<file path="config.mk">
export PLATFORM = sky130hd
export DESIGN_NAME = lcdpwr_seq
export DESIGN_NICKNAME = d
export VERILOG_FILES = /design/src/rtl/lcdpwr_pkg.sv /design/src/rtl/lcdpwr_cfg_dp.sv /design/src/rtl/lcdpwr_ctrl.sv /design/src/rtl/lcdpwr_seq.sv
export SDC_FILE = /design/constraint.sdc
export NUM_CORES = 1
export LEC_CHECK = 0
export CORE_AREA = 2 2 69 85
export CTS_CLUSTER_SIZE = 30
export DETAILED_ROUTE_END_ITERATION = 8
export DIE_AREA = 0 0 71 87
export GPL_TIMING_DRIVEN = 0
export PLACE_DENSITY_LB_ADDON = 0.3
export SLEW_MARGIN = 25
export SYNTH_ARGS = -nofsm -noshare
export SYNTH_HDL_FRONTEND = slang
export SYNTH_SLANG_ARGS = --single-unit
</file>
<file path="constraint.sdc">
create_clock -name clk -period 7 [get_ports clk]
set_input_delay 1.05 -clock clk [delete_from_list [all_inputs] [get_ports clk]]
set_output_delay 1.05 -clock clk [all_outputs]
set_load 0.01 [all_outputs]
</file>
<file path="src/rtl/lcdpwr_pkg.sv">
package lcdpwr_pkg;

  typedef enum logic [2:0] {
    PS_OFF,
    PS_UP_WAIT,
    PS_ON,
    PS_DOWN_WAIT,
    PS_DRAIN
  } pwrState_t;

  // strobes from control to datapath
  typedef struct packed {
    logic cntClr;
    logic cntInc;
  } seqStrobe_t;

endpackage

</file>
<file path="src/rtl/lcdpwr_cfg_dp.sv">
module lcdpwr_cfg_dp #(
  parameter int DATA_W    = 32,
  parameter int GUARD_W   = 8,
  parameter int GUARD_LSB = 16,
  parameter int GUARD_RST = 1
) (
  input  logic                     clk,
  input  logic                     rstN,
  input  logic                     wrEn,
  input  logic [DATA_W-1:0]        wrData,
  input  logic                     frameStart,
  input  lcdpwr_pkg::seqStrobe_t   strobe,
  output logic                     reqPower,
  output logic                     guardDone
);

  localparam logic [GUARD_W-1:0] CNT_MAX  = {GUARD_W{1'b1}};
  localparam logic [DATA_W-1:0]  USED_MSK =
    (DATA_W'({GUARD_W{1'b1}}) << GUARD_LSB) | DATA_W'(1);

  logic               pwrReqQ;
  logic [GUARD_W-1:0] guardQ;
  logic [GUARD_W-1:0] guardEff;
  logic [GUARD_W-1:0] frameCnt;
  logic [GUARD_W:0]   cntNext;
  logic               unusedBits;

  assign unusedBits = ^(wrData & ~USED_MSK);

  always_ff @(posedge clk or negedge rstN) begin
    if (!rstN) begin
      pwrReqQ <= 1'b0;
      guardQ  <= GUARD_W'(GUARD_RST);
    end else if (wrEn) begin
      pwrReqQ <= wrData[0];
      guardQ  <= wrData[GUARD_LSB +: GUARD_W];
    end
  end

  // the write being sampled now takes effect at this same edge
  assign reqPower = wrEn ? wrData[0] : pwrReqQ;

  assign guardEff = (guardQ == '0) ? GUARD_W'(1) : guardQ;
  assign cntNext  = {1'b0, frameCnt} + 1'b1;
  assign guardDone = frameStart && (cntNext >= {1'b0, guardEff});

  always_ff @(posedge clk or negedge rstN) begin
    if (!rstN) begin
      frameCnt <= '0;
    end else if (strobe.cntClr) begin
      frameCnt <= '0;
    end else if (strobe.cntInc && frameCnt != CNT_MAX) begin
      frameCnt <= frameCnt + 1'b1;
    end
  end

endmodule

</file>
<file path="src/rtl/lcdpwr_ctrl.sv">
module lcdpwr_ctrl (
  input  logic                    clk,
  input  logic                    rstN,
  input  logic                    reqPower,
  input  logic                    guardDone,
  input  logic                    frameStart,
  output lcdpwr_pkg::seqStrobe_t  strobe,
  output logic                    sigEn,
  output logic                    panelPwr,
  output logic                    busy
);
  import lcdpwr_pkg::*;

  pwrState_t stateQ, stateNext;

  always_comb begin
    stateNext = stateQ;
    unique case (stateQ)
      PS_OFF:       if (reqPower) stateNext = PS_UP_WAIT;
      PS_UP_WAIT: begin
        if (!reqPower)      stateNext = PS_DOWN_WAIT;
        else if (guardDone) stateNext = PS_ON;
      end
      PS_ON:        if (!reqPower) stateNext = PS_DOWN_WAIT;
      PS_DOWN_WAIT: if (guardDone) stateNext = PS_DRAIN;
      PS_DRAIN:     stateNext = PS_OFF;
      default:      stateNext = PS_OFF;
    endcase
  end

  always_comb begin
    strobe.cntClr = (stateNext != stateQ);
    strobe.cntInc = frameStart && !strobe.cntClr &&
                    (stateQ == PS_UP_WAIT || stateQ == PS_DOWN_WAIT);
  end

  always_ff @(posedge clk or negedge rstN) begin
    if (!rstN) begin
      stateQ   <= PS_OFF;
      sigEn    <= 1'b0;
      panelPwr <= 1'b0;
      busy     <= 1'b0;
    end else begin
      stateQ   <= stateNext;
      sigEn    <= (stateNext == PS_UP_WAIT) || (stateNext == PS_ON) ||
                  (stateNext == PS_DOWN_WAIT);
      panelPwr <= (stateNext == PS_ON);
      busy     <= (stateNext == PS_UP_WAIT) || (stateNext == PS_DOWN_WAIT) ||
                  (stateNext == PS_DRAIN);
    end
  end

endmodule

</file>
<file path="src/rtl/lcdpwr_seq.sv">
module lcdpwr_seq #(
  parameter int DATA_W    = 32,
  parameter int GUARD_W   = 8,
  parameter int GUARD_LSB = 16,
  parameter int GUARD_RST = 1
) (
  input  logic              clk,
  input  logic              rstN,
  input  logic              wrEn,
  input  logic [DATA_W-1:0] wrData,
  input  logic              frameStart,
  output logic              sigEn,
  output logic              panelPwr,
  output logic              busy
);

  lcdpwr_pkg::seqStrobe_t strobe;
  logic reqPower;
  logic guardDone;

  lcdpwr_cfg_dp #(
    .DATA_W(DATA_W), .GUARD_W(GUARD_W),
    .GUARD_LSB(GUARD_LSB), .GUARD_RST(GUARD_RST)
  ) u_dp (
    .clk(clk), .rstN(rstN), .wrEn(wrEn), .wrData(wrData),
    .frameStart(frameStart), .strobe(strobe),
    .reqPower(reqPower), .guardDone(guardDone)
  );

  lcdpwr_ctrl u_ctrl (
    .clk(clk), .rstN(rstN), .reqPower(reqPower), .guardDone(guardDone),
    .frameStart(frameStart), .strobe(strobe),
    .sigEn(sigEn), .panelPwr(panelPwr), .busy(busy)
  );

endmodule

</file>
==> impl_summary.md, run 1 <==
Clock tree
The number of setup buffers added after CTS is 0. The clock tree root driver cell is clkbuf_8. CTS saw 23 sinks. The clock tree buffer depth is 2. In this run the number of H-tree levels came out at 1.

TritonCTS built the clock tree. The total CTS buffers is 3. The post-cts hold buffer count is 0.

Clock latency on the worst-skew pair, taken at its later pin, is between 0.2 and 0.3 ns. The clock-pin transition on the worst setup and hold timing paths is ~0.090 ns. Once the clock tree was built, the resizer swapped 0 gates to a different size.

Timing
At the pin with the least slew margin, the transition time is 0.531 ns. The portion of the clock cycle consumed by the worst path in the final layout is a little over two fifths. The clock skew after layout is 0.00182 ns. The number of setup violations in the final report is 0.

Setup repair after global routing left no endpoint under its margin. The worst hold slack is about 0.56 ns. The time the final worst path needs with I/O delays and setup is 3.01 ns. The number of hold-slack violations in the final timing report is 0.

In this run the tightest slew margin relative to its limit is 64.6%. The total count of max-transition violations in the final report is 0. Derived from the worst setup path, the maximum achievable clock frequency is 0.332 GHz. Adding up every negative setup slack in the final design gives 0 ns.

Floorplan
During I/O placement, the number of pins put on the boundary was 39. The floorplan die area is a little over 6000 um^2. From left edge to right edge, the die measures 71 um. The total area inside the core boundary comes to 5440 um^2. Measured along the y axis, the die boundary spans just under 90 um. The initial cell density of the core is between 20% and 30%. The floorplan row count is 30.

Placement
In this run the tool buffered the top-level ports with 14 buffer cells. Once placement completed, the tool counted placed cells totaling around 210. Routability-driven placement finished with a final weighted congestion of roughly 0.73. The estimated wirelength of the detail-placed design is 2030 um.

Final layout
At the end of the flow the core is filled with cells to approximately 30%. The number of standard cells in the layout, taps in and fillers out is 218. Compared with the post-synthesis result, the final layout area differs by 19.4%. The total number of nets in the final design is 200. Registers take between 500 and 600 um^2.

The repair_antennas step left the layout with diodes totalling 0. After filler insertion, the fill cell instance count of the layout stands at between 500 and 600. In the final layout, the multi-input gates occupy 723 um^2. The post-route netlist has 10.4% of its cells at a drive strength greater than 1.

Global routing
The maximum number of pins on one net before global-route repair is 24. The aggregate global-route resource usage is 9.37%. The number of antenna violations at the first check in global routing is 0.

The first-pass GRT wire length is between 4000 and 5000 um. The via count of the first global-routing pass is between 1000 and 1500. For this run the aggregate overflow at the end of global routing stands at 0.

Power
VDD sags by at most 0.000154 V. The sequential group share of total power is 41.4%. The logic gate share of total power is between 30% and 40%.

The internal power of the cells totals 273 uW. The switching power summed over all nets is approximately 150 uW. The reported leakage power is roughly 0.73 nW.

Net switching is between 30% and 40% of the power. Power spread over the standard cell area amounts to ~260 nW/um^2. The clock network is responsible for 20.2% of the overall power.

Logic synthesis
The synthesized netlist occupies a cell area of about 1400 um^2. After Yosys synthesis, full adders, half adders and majority gates account for under 10% of the synthesized area. For this run, the register share of the synthesized area comes to a little over two fifths. The fraction of the mapped netlist area in compound gates is 15.8%. The mean instance size in the synthesized netlist is ~10 um^2. The multiplexer share of the synthesized area is ~3.2%. The number of warnings issued by yosys is 0. The count of flip-flops with a built-in enable after synthesis is 0. The share of flip-flops with an asynchronous set or reset after synthesis is 100%. By area, the combinational part of the netlist is dominated by simple AND/OR/NAND/NOR gates.

The synthesized design contains 23 register bits. The post-synthesis simple-gate area fraction is between 10% and 20%. Among all flip-flop cells after synthesis, the most frequent one is dfrtp_1. The count of distinct cell types in the synthesized netlist is 42.

Of the total synthesized cell area, the portion taken by XOR and XNOR cells is under 10%. When the netlist entered floorplanning its net count stood at approximately 180. The number of instances in the synthesized netlist is ~140.

Run
Across the run, the number of max-cap violations was 0.

Critical path
The element type at the critical path end is a flop. The family with the most delay on the worst path is compound AO/OA/AOI/OAI gates. In this design, the stage delay of the slowest critical-path cell is 0.52 ns.

The cell that appears most often on the critical path is ha_1. The critical path crosses 10 cells after its start point. The arrival time reported for the critical path endpoint is around 3.2 ns. The element type at the critical path start is a flop.

STA puts the critical path data required time at 7.16 ns. Walking the worst path, the cells encountered are ha_1 > and3_1 > nand3_1 > xnor2_1 > ha_1 > a211o_1 > o221a_4 > a2111oi_4 > nor2_1 > a32o_1. Counting both buffers and inverters, the worst setup path holds a total of 0.

The critical path's slowest cell is a2111oi_4. By startpoint and endpoint, the worst setup path is classified as reg2reg. Along the worst path, the maximum fanout reaches 5. The number of cells on the worst reg-to-reg path is 10.

Detailed routing
The pre-antenna-repair detailed-routing pass consisted of 3 iterations. The final routed wire length divided by cell count is roughly 12 um. The starting DRC count in detailed routing is 30. The count of nets left with antenna violations once routing finished came out at 0. The average vias per placed instance is roughly 4.5. The residual DRC count is 0. Across all layers, the routed design uses around 1000 vias. The final layout contains routed wiring with a total length of ~2600 um.

Min path
The worst hold path was traced through 2 stages. In this run the worst hold path is classified as reg2reg.

Run status
The flow ran to the end, and the final reports show no timing, DRC or antenna violations.
==> power by group through the flow <==
stage	Clock (mW)	Combinational (mW)	Sequential, mW
after floorplan	0	0.116	0.179
after global placement	0	0.167	0.180
final	0.0863	0.164	0.177
after detailed placement	0	0.167	0.180
after global routing	0.0975	0.187	0.180
after CTS	0.0902	0.169	0.177
==> final cells by class <==
type,instances,share of cell area [%]
Sequential cell,23,35.6
Inverter,11,2.55
Buffer,4,1.00
Clock inverter,1,0.463
Clock buffer,3,2.55
Tap cell,64,4.94
Multi-Input combinational cell,98,44.6
Timing Repair Buffer,14,8.33
==> cell usage in the layout (no fill, tap or decap), types with 2 or more instances in the layout <==
cell type / Yosys / routed
clkbuf_1: 3 / 3
ha_1: 9 / 9
and3_1: 2 / 2
and2_1: 2 / 2
a21oi_1: 3 / 3
clkbuf_8: 0 / 3
nor3_1: 3 / 3
nand4_1: 3 / 3
buf_2: 1 / 2
inv_1: 11 / 11
xor2_1: 4 / 4
o21ai_0: 8 / 8
nor3b_1: 3 / 3
nor2_1: 17 / 17
xnor2_1: 8 / 8
nand3_1: 3 / 3
dfrtp_1: 22 / 22
clkdlybuf4s50_1: 0 / 13
nand2_1: 9 / 9
==> cell families after synthesis <==
family                     Yosys count
and+or+nand+nor                     49
AOI/OAI and AO/OA                   25
DFF                                 23
buffers and inverters               15
xor gates and xnor gates            12
adders and majority gates            9
muxes                                3
==> stage by stage <==
stage / power (mW) / cell area (um^2) / worst slack [ns]
global placement: 0.347 / 1580 / 3.94
global route: 0.464 / 1620 / 3.79
floorplan: 0.295 / 1360 / 4.23
finish: 0.427 / 1620 / 3.99
CTS: 0.436 / 1620 / 3.92
detailed placement: 0.347 / 1570 / 3.93
==> cells in the mapped netlist (2+ instances only) <==
master / count / area (um^2)
inv_1: 11 / 41.3
and3_1: 2 / 12.5
clkbuf_1: 3 / 11.3
dfrtp_1: 22 / 551
nor2_1: 17 / 63.8
and2_1: 2 / 12.5
nand2_1: 9 / 33.8
nand3_1: 3 / 15.0
a21oi_1: 3 / 15.0
nor3_1: 3 / 15.0
o21ai_0: 8 / 40.0
xor2_1: 4 / 35.0
nor3b_1: 3 / 22.5
ha_1: 9 / 113
nand4_1: 3 / 18.8
xnor2_1: 8 / 70.1
==> per-layer routing <==
layer	wire length (um)	GRT usage (%)	vias up
met1	1180	11.1	466
li1	-	-	505
met5	0	0	-
met3	79	2.66	5
met2	1340	16.1	10
met4	37	3.60	0
==> worst paths after layout <==
check	startpoint	endpoint	slack (ns)
max	u_dp.frameCnt[0]$_DFFE_PN0P_	u_ctrl.panelPwr$_DFF_PN0_	3.99
min	u_dp.frameCnt[1]$_DFFE_PN0P_	u_dp.frameCnt[1]$_DFFE_PN0P_	0.56
max reg2reg	u_dp.frameCnt[0]$_DFFE_PN0P_	u_ctrl.panelPwr$_DFF_PN0_	3.99
min reg2reg	u_dp.frameCnt[1]$_DFFE_PN0P_	u_dp.frameCnt[1]$_DFFE_PN0P_	0.56
max in group asynchronous	rstN	u_dp.guardQ[0]$_DFFE_PN1P_	5.88
min in group asynchronous	rstN	u_dp.frameCnt[6]$_DFFE_PN0P_	0.75
==> worst min-delay path: stages (launching register included) <==
cell and delay, ns:
dfrtp_1 0.37, mux2i_1 0.07, nor2_1 0.08
==> registers in the layout (all words and copies together), names as in the netlist <==
signal,flops
u_dp.frameCnt,8
u_dp.guardQ,8
u_ctrl.stateQ,3
u_ctrl.busy,1
u_ctrl.panelPwr,1
u_ctrl.sigEn,1
u_dp.pwrReqQ,1
(Power assumes the default switching activity.)
==> inputs of run 2 (changes only) <==
==> constraint.sdc (replaced) <==
create_clock -name clk -period 2.6 [get_ports clk]
set_input_delay 0.39 -clock clk [delete_from_list [all_inputs] [get_ports clk]]
set_output_delay 0.39 -clock clk [all_outputs]
set_load 0.01 [all_outputs]
==> impl_summary.md, run 2 (synthesis results as in run 1) <==
Timing
At the pin with the least slew margin, the transition time is around 0.54 ns. The number of setup violations in the final report is 0. The time the final worst path needs with I/O delays and setup is about 2.5 ns.

Setup repair after global routing could not meet its margin everywhere. In the finished design, the share of the clock period the worst path needs comes to just under 100%. The clock skew after layout is approximately 0.0038 ns. The total count of max-transition violations in the final report was 0. The worst-case headroom to the max-slew limit is between 60% and 70%.

Based on the critical path, the design can be clocked at up to just under 0.4 GHz. The number of hold-slack violations in the final timing report is 0.

Final layout
The number of standard cells in the layout, taps in and fillers out is 223. Counting the fill cells in the layout gives about 550. Compared with the post-synthesis result, the final layout area differs by 25.7%. The area of the multi-input gates is roughly 770 um^2. The final core area utilization is approximately a third. The total number of nets in the final design is 205.

The library cells used most frequently in the layout, excluding fill and tap cells, are 22 x dfrtp_1, 15 x nor2_1, 13 x clkdlybuf4s50_1. In the final layout, the share of cells above drive strength 1 is ~18%. The largest registers in the layout are u_dp.frameCnt x8, u_dp.guardQ x8, u_ctrl.stateQ x3. Summing all flip-flop and latch instances after layout gives 577 um^2.

0 antenna diodes ended up in the layout. The most frequent standard cell in the layout excluding fill and tap cells is dfrtp_1.

Floorplan
The area of the core is between 5000 and 6000 um^2. The floorplan die area is a little over 6000 um^2. For this configuration, the core starts out at a cell density of between 20% and 30%. The floorplan die width is approximately 71 um. During I/O placement, the number of pins put on the boundary was 39. The floorplan row count is 30. From bottom edge to top edge, the die measures a little under 90 um.

Power
The switching power summed over all nets is approximately 420 uW. The post-route total power is 1.20 mW. The fraction of power spent switching nets is between 30% and 40%. The total power density per cell area is around 700 nW/um^2. Across the VDD grid, the largest voltage drop is roughly 0.00021 V. The sequential group share of total power is around 40%.

The reported leakage power is 0.769 nW. The logic gate share of total power is a little over two fifths. Of the total power, the clock network draws 18.3%. The internal portion of the total power is slightly below 800 uW.

Run
The tool flagged a number of max-cap violations equal to 0.

Detailed routing
The residual DRC count is 0. The final routed wire length divided by cell count is ~12 um. The routed design has 2770 um of wire. The remaining number of nets flagged by the antenna check after routing is 0. The routed layout has approximately 1000 vias. The number of search-and-repair iterations in the first detailed-routing pass is 3. The average vias per placed instance is ~4.6.

The starting DRC count in detailed routing is 35.

Clock tree
CTS built an H-tree with a depth of 1. The post-cts hold buffer count is 0. Counting the buffers created by CTS gives 3.

The cell sitting at the root of the clock tree is a clkbuf_8. TritonCTS built the clock tree. The latest clock arrival within the worst-skew pair is 0.26 ns. The clock tree buffer depth is 2. Clock-pin slew was measured on the worst setup and hold paths at approximately 0.08 ns. The clock sink count is 23.

Placement
The weighted congestion at the end of routability-driven global placement is between 0.7 and 0.8. The number of placed instances, taps included, is between 200 and 250. The estimated wirelength of the detail-placed design is a little over 2000 um. During placement, the flow inserted port buffers numbering 14.

Global routing
The aggregate global routing overflow is 0. The first-pass GRT wire length is between 4000 and 5000 um. Entering global routing, the biggest net connects 24 pins. The number of antenna violations at the first check in global routing came to 0.

The via count of the first global-routing pass was approximately 1000. In the global route stage, overall resource usage came out at 9.85%.

Critical path
Among all stages on the critical path, the largest delay is contributed by dfrtp_1. The delay of the slowest cell on the worst path is between 0.4 and 0.5 ns. The family with the most delay on the worst path is compound AO/OA/AOI/OAI gates. STA classifies the critical path endpoint as a flop. The data required time of the worst path is roughly 2.8 ns. The critical path in this run is classified as reg2reg.

The arrival time reported for the critical path endpoint is between 2 and 3 ns. The worst-path maximum fanout is 5. Together, buffers and inverters on the worst path number 1.

The signal on the critical path passes through ha_4 > and3_4 > nand3_4 > xnor2_2 > ha_1 > a211o_1 > o221a_4 > a2111oi_4 > buf_6 > nor2_2 > a32o_1. The element type at the critical path start is a flop.

Min path
The worst hold-check path type is in2async.

Run status
The flow ran to the end, and the final reports show no timing, DRC or antenna violations.
-- run 2: cell count changes in the layout (fill, tap and decap cells not counted), sizes merged --
cell      delta
buf          +6
clkinvlp     -1
-- run 2: timing repair --
action,4_1_cts,5_1_grt
setup endpoints to repair,14,14
pin swaps,2,11
buffers inserted,6,0
gates resized for setup,3,4
-- run 2: metal layers --
| layer | vias up | part of all wire, % | global-route usage [%] |
|---|---|---|---|
| li1 | 518 | - | - |
| met1 | 496 | 43 | 12.2 |
| met2 | 11 | 51 | 16.5 |
| met3 | 6 | 2.7 | 1.85 |
| met4 | 0 | 2.8 | 4.63 |
| met5 | - | 0 | 0 |
-- run 2: path summary, 6_finish.rpt --
check	from	endpoint	slack (ns)	cells after the start
setup reg to reg	u_dp.frameCnt[1]$_DFFE_PN0P_	u_ctrl.panelPwr$_DFF_PN0_	0.06	11
hold reg to reg	u_ctrl.stateQ[2]$_DFF_PN0_	u_ctrl.stateQ[1]$_DFF_PN0_	0.56	1
max in group asynchronous	rstN	u_dp.guardQ[0]$_DFFE_PN1P_	2.13	1
min in group clk	wrEn	u_dp.guardQ[3]$_DFFE_PN0P_	0.49	3
setup / recovery	u_dp.frameCnt[1]$_DFFE_PN0P_	u_ctrl.panelPwr$_DFF_PN0_	0.06	11
hold / removal	rstN	u_ctrl.panelPwr$_DFF_PN0_	0.1	1
-- run 2: final cells by class --
cell class / count / share of cell area [%]
well taps: 64 / 4.69
inverters: 11 / 2.42
clock buffers: 4 / 2.64
multi-input cells: 98 / 44.9
repair buffers: 20 / 10.8
flip-flops and latches: 23 / 33.8
plain buffers: 3 / 0.733
-- run 2: power groups by stage --
stage | registers, mW | logic [mW] | clock network, mW
6_report | 0.475 | 0.508 | 0.220
5_1_grt | 0.486 | 0.575 | 0.245
4_1_cts | 0.476 | 0.501 | 0.230
3_5_place_dp | 0.484 | 0.449 | 0
3_3_place_gp | 0.483 | 0.450 | 0
2_1_floorplan | 0.483 | 0.318 | 0
-- run 2: through the flow --
step	TNS (ns)	cell area (um^2)	hold WS [ns]	setup WS (ns)
after floorplan	0	1370	0.0944	0.00654
after global placement	-2.67	1590	0.539	-0.267
after detailed placement	-2.71	1590	0.395	-0.253
after CTS	0	1690	0.105	0.0116
after global routing	-0.343	1710	0.131	-0.0589
final	0	1710	0.0985	0.0592
==> inputs of run 3 (changes only) <==
--- a/config.mk
+++ b/config.mk
@@ -10,6 +10,7 @@
 export DETAILED_ROUTE_END_ITERATION = 8
 export DIE_AREA = 0 0 71 87
 export GPL_TIMING_DRIVEN = 0
+export HOLD_SLACK_MARGIN = 0.06
 export PLACE_DENSITY_LB_ADDON = 0.3
 export SLEW_MARGIN = 25
 export SYNTH_ARGS = -nofsm -noshare
==> results of run 3 <==
No change in the layout: final DEF, timing and power equal those of run 2.
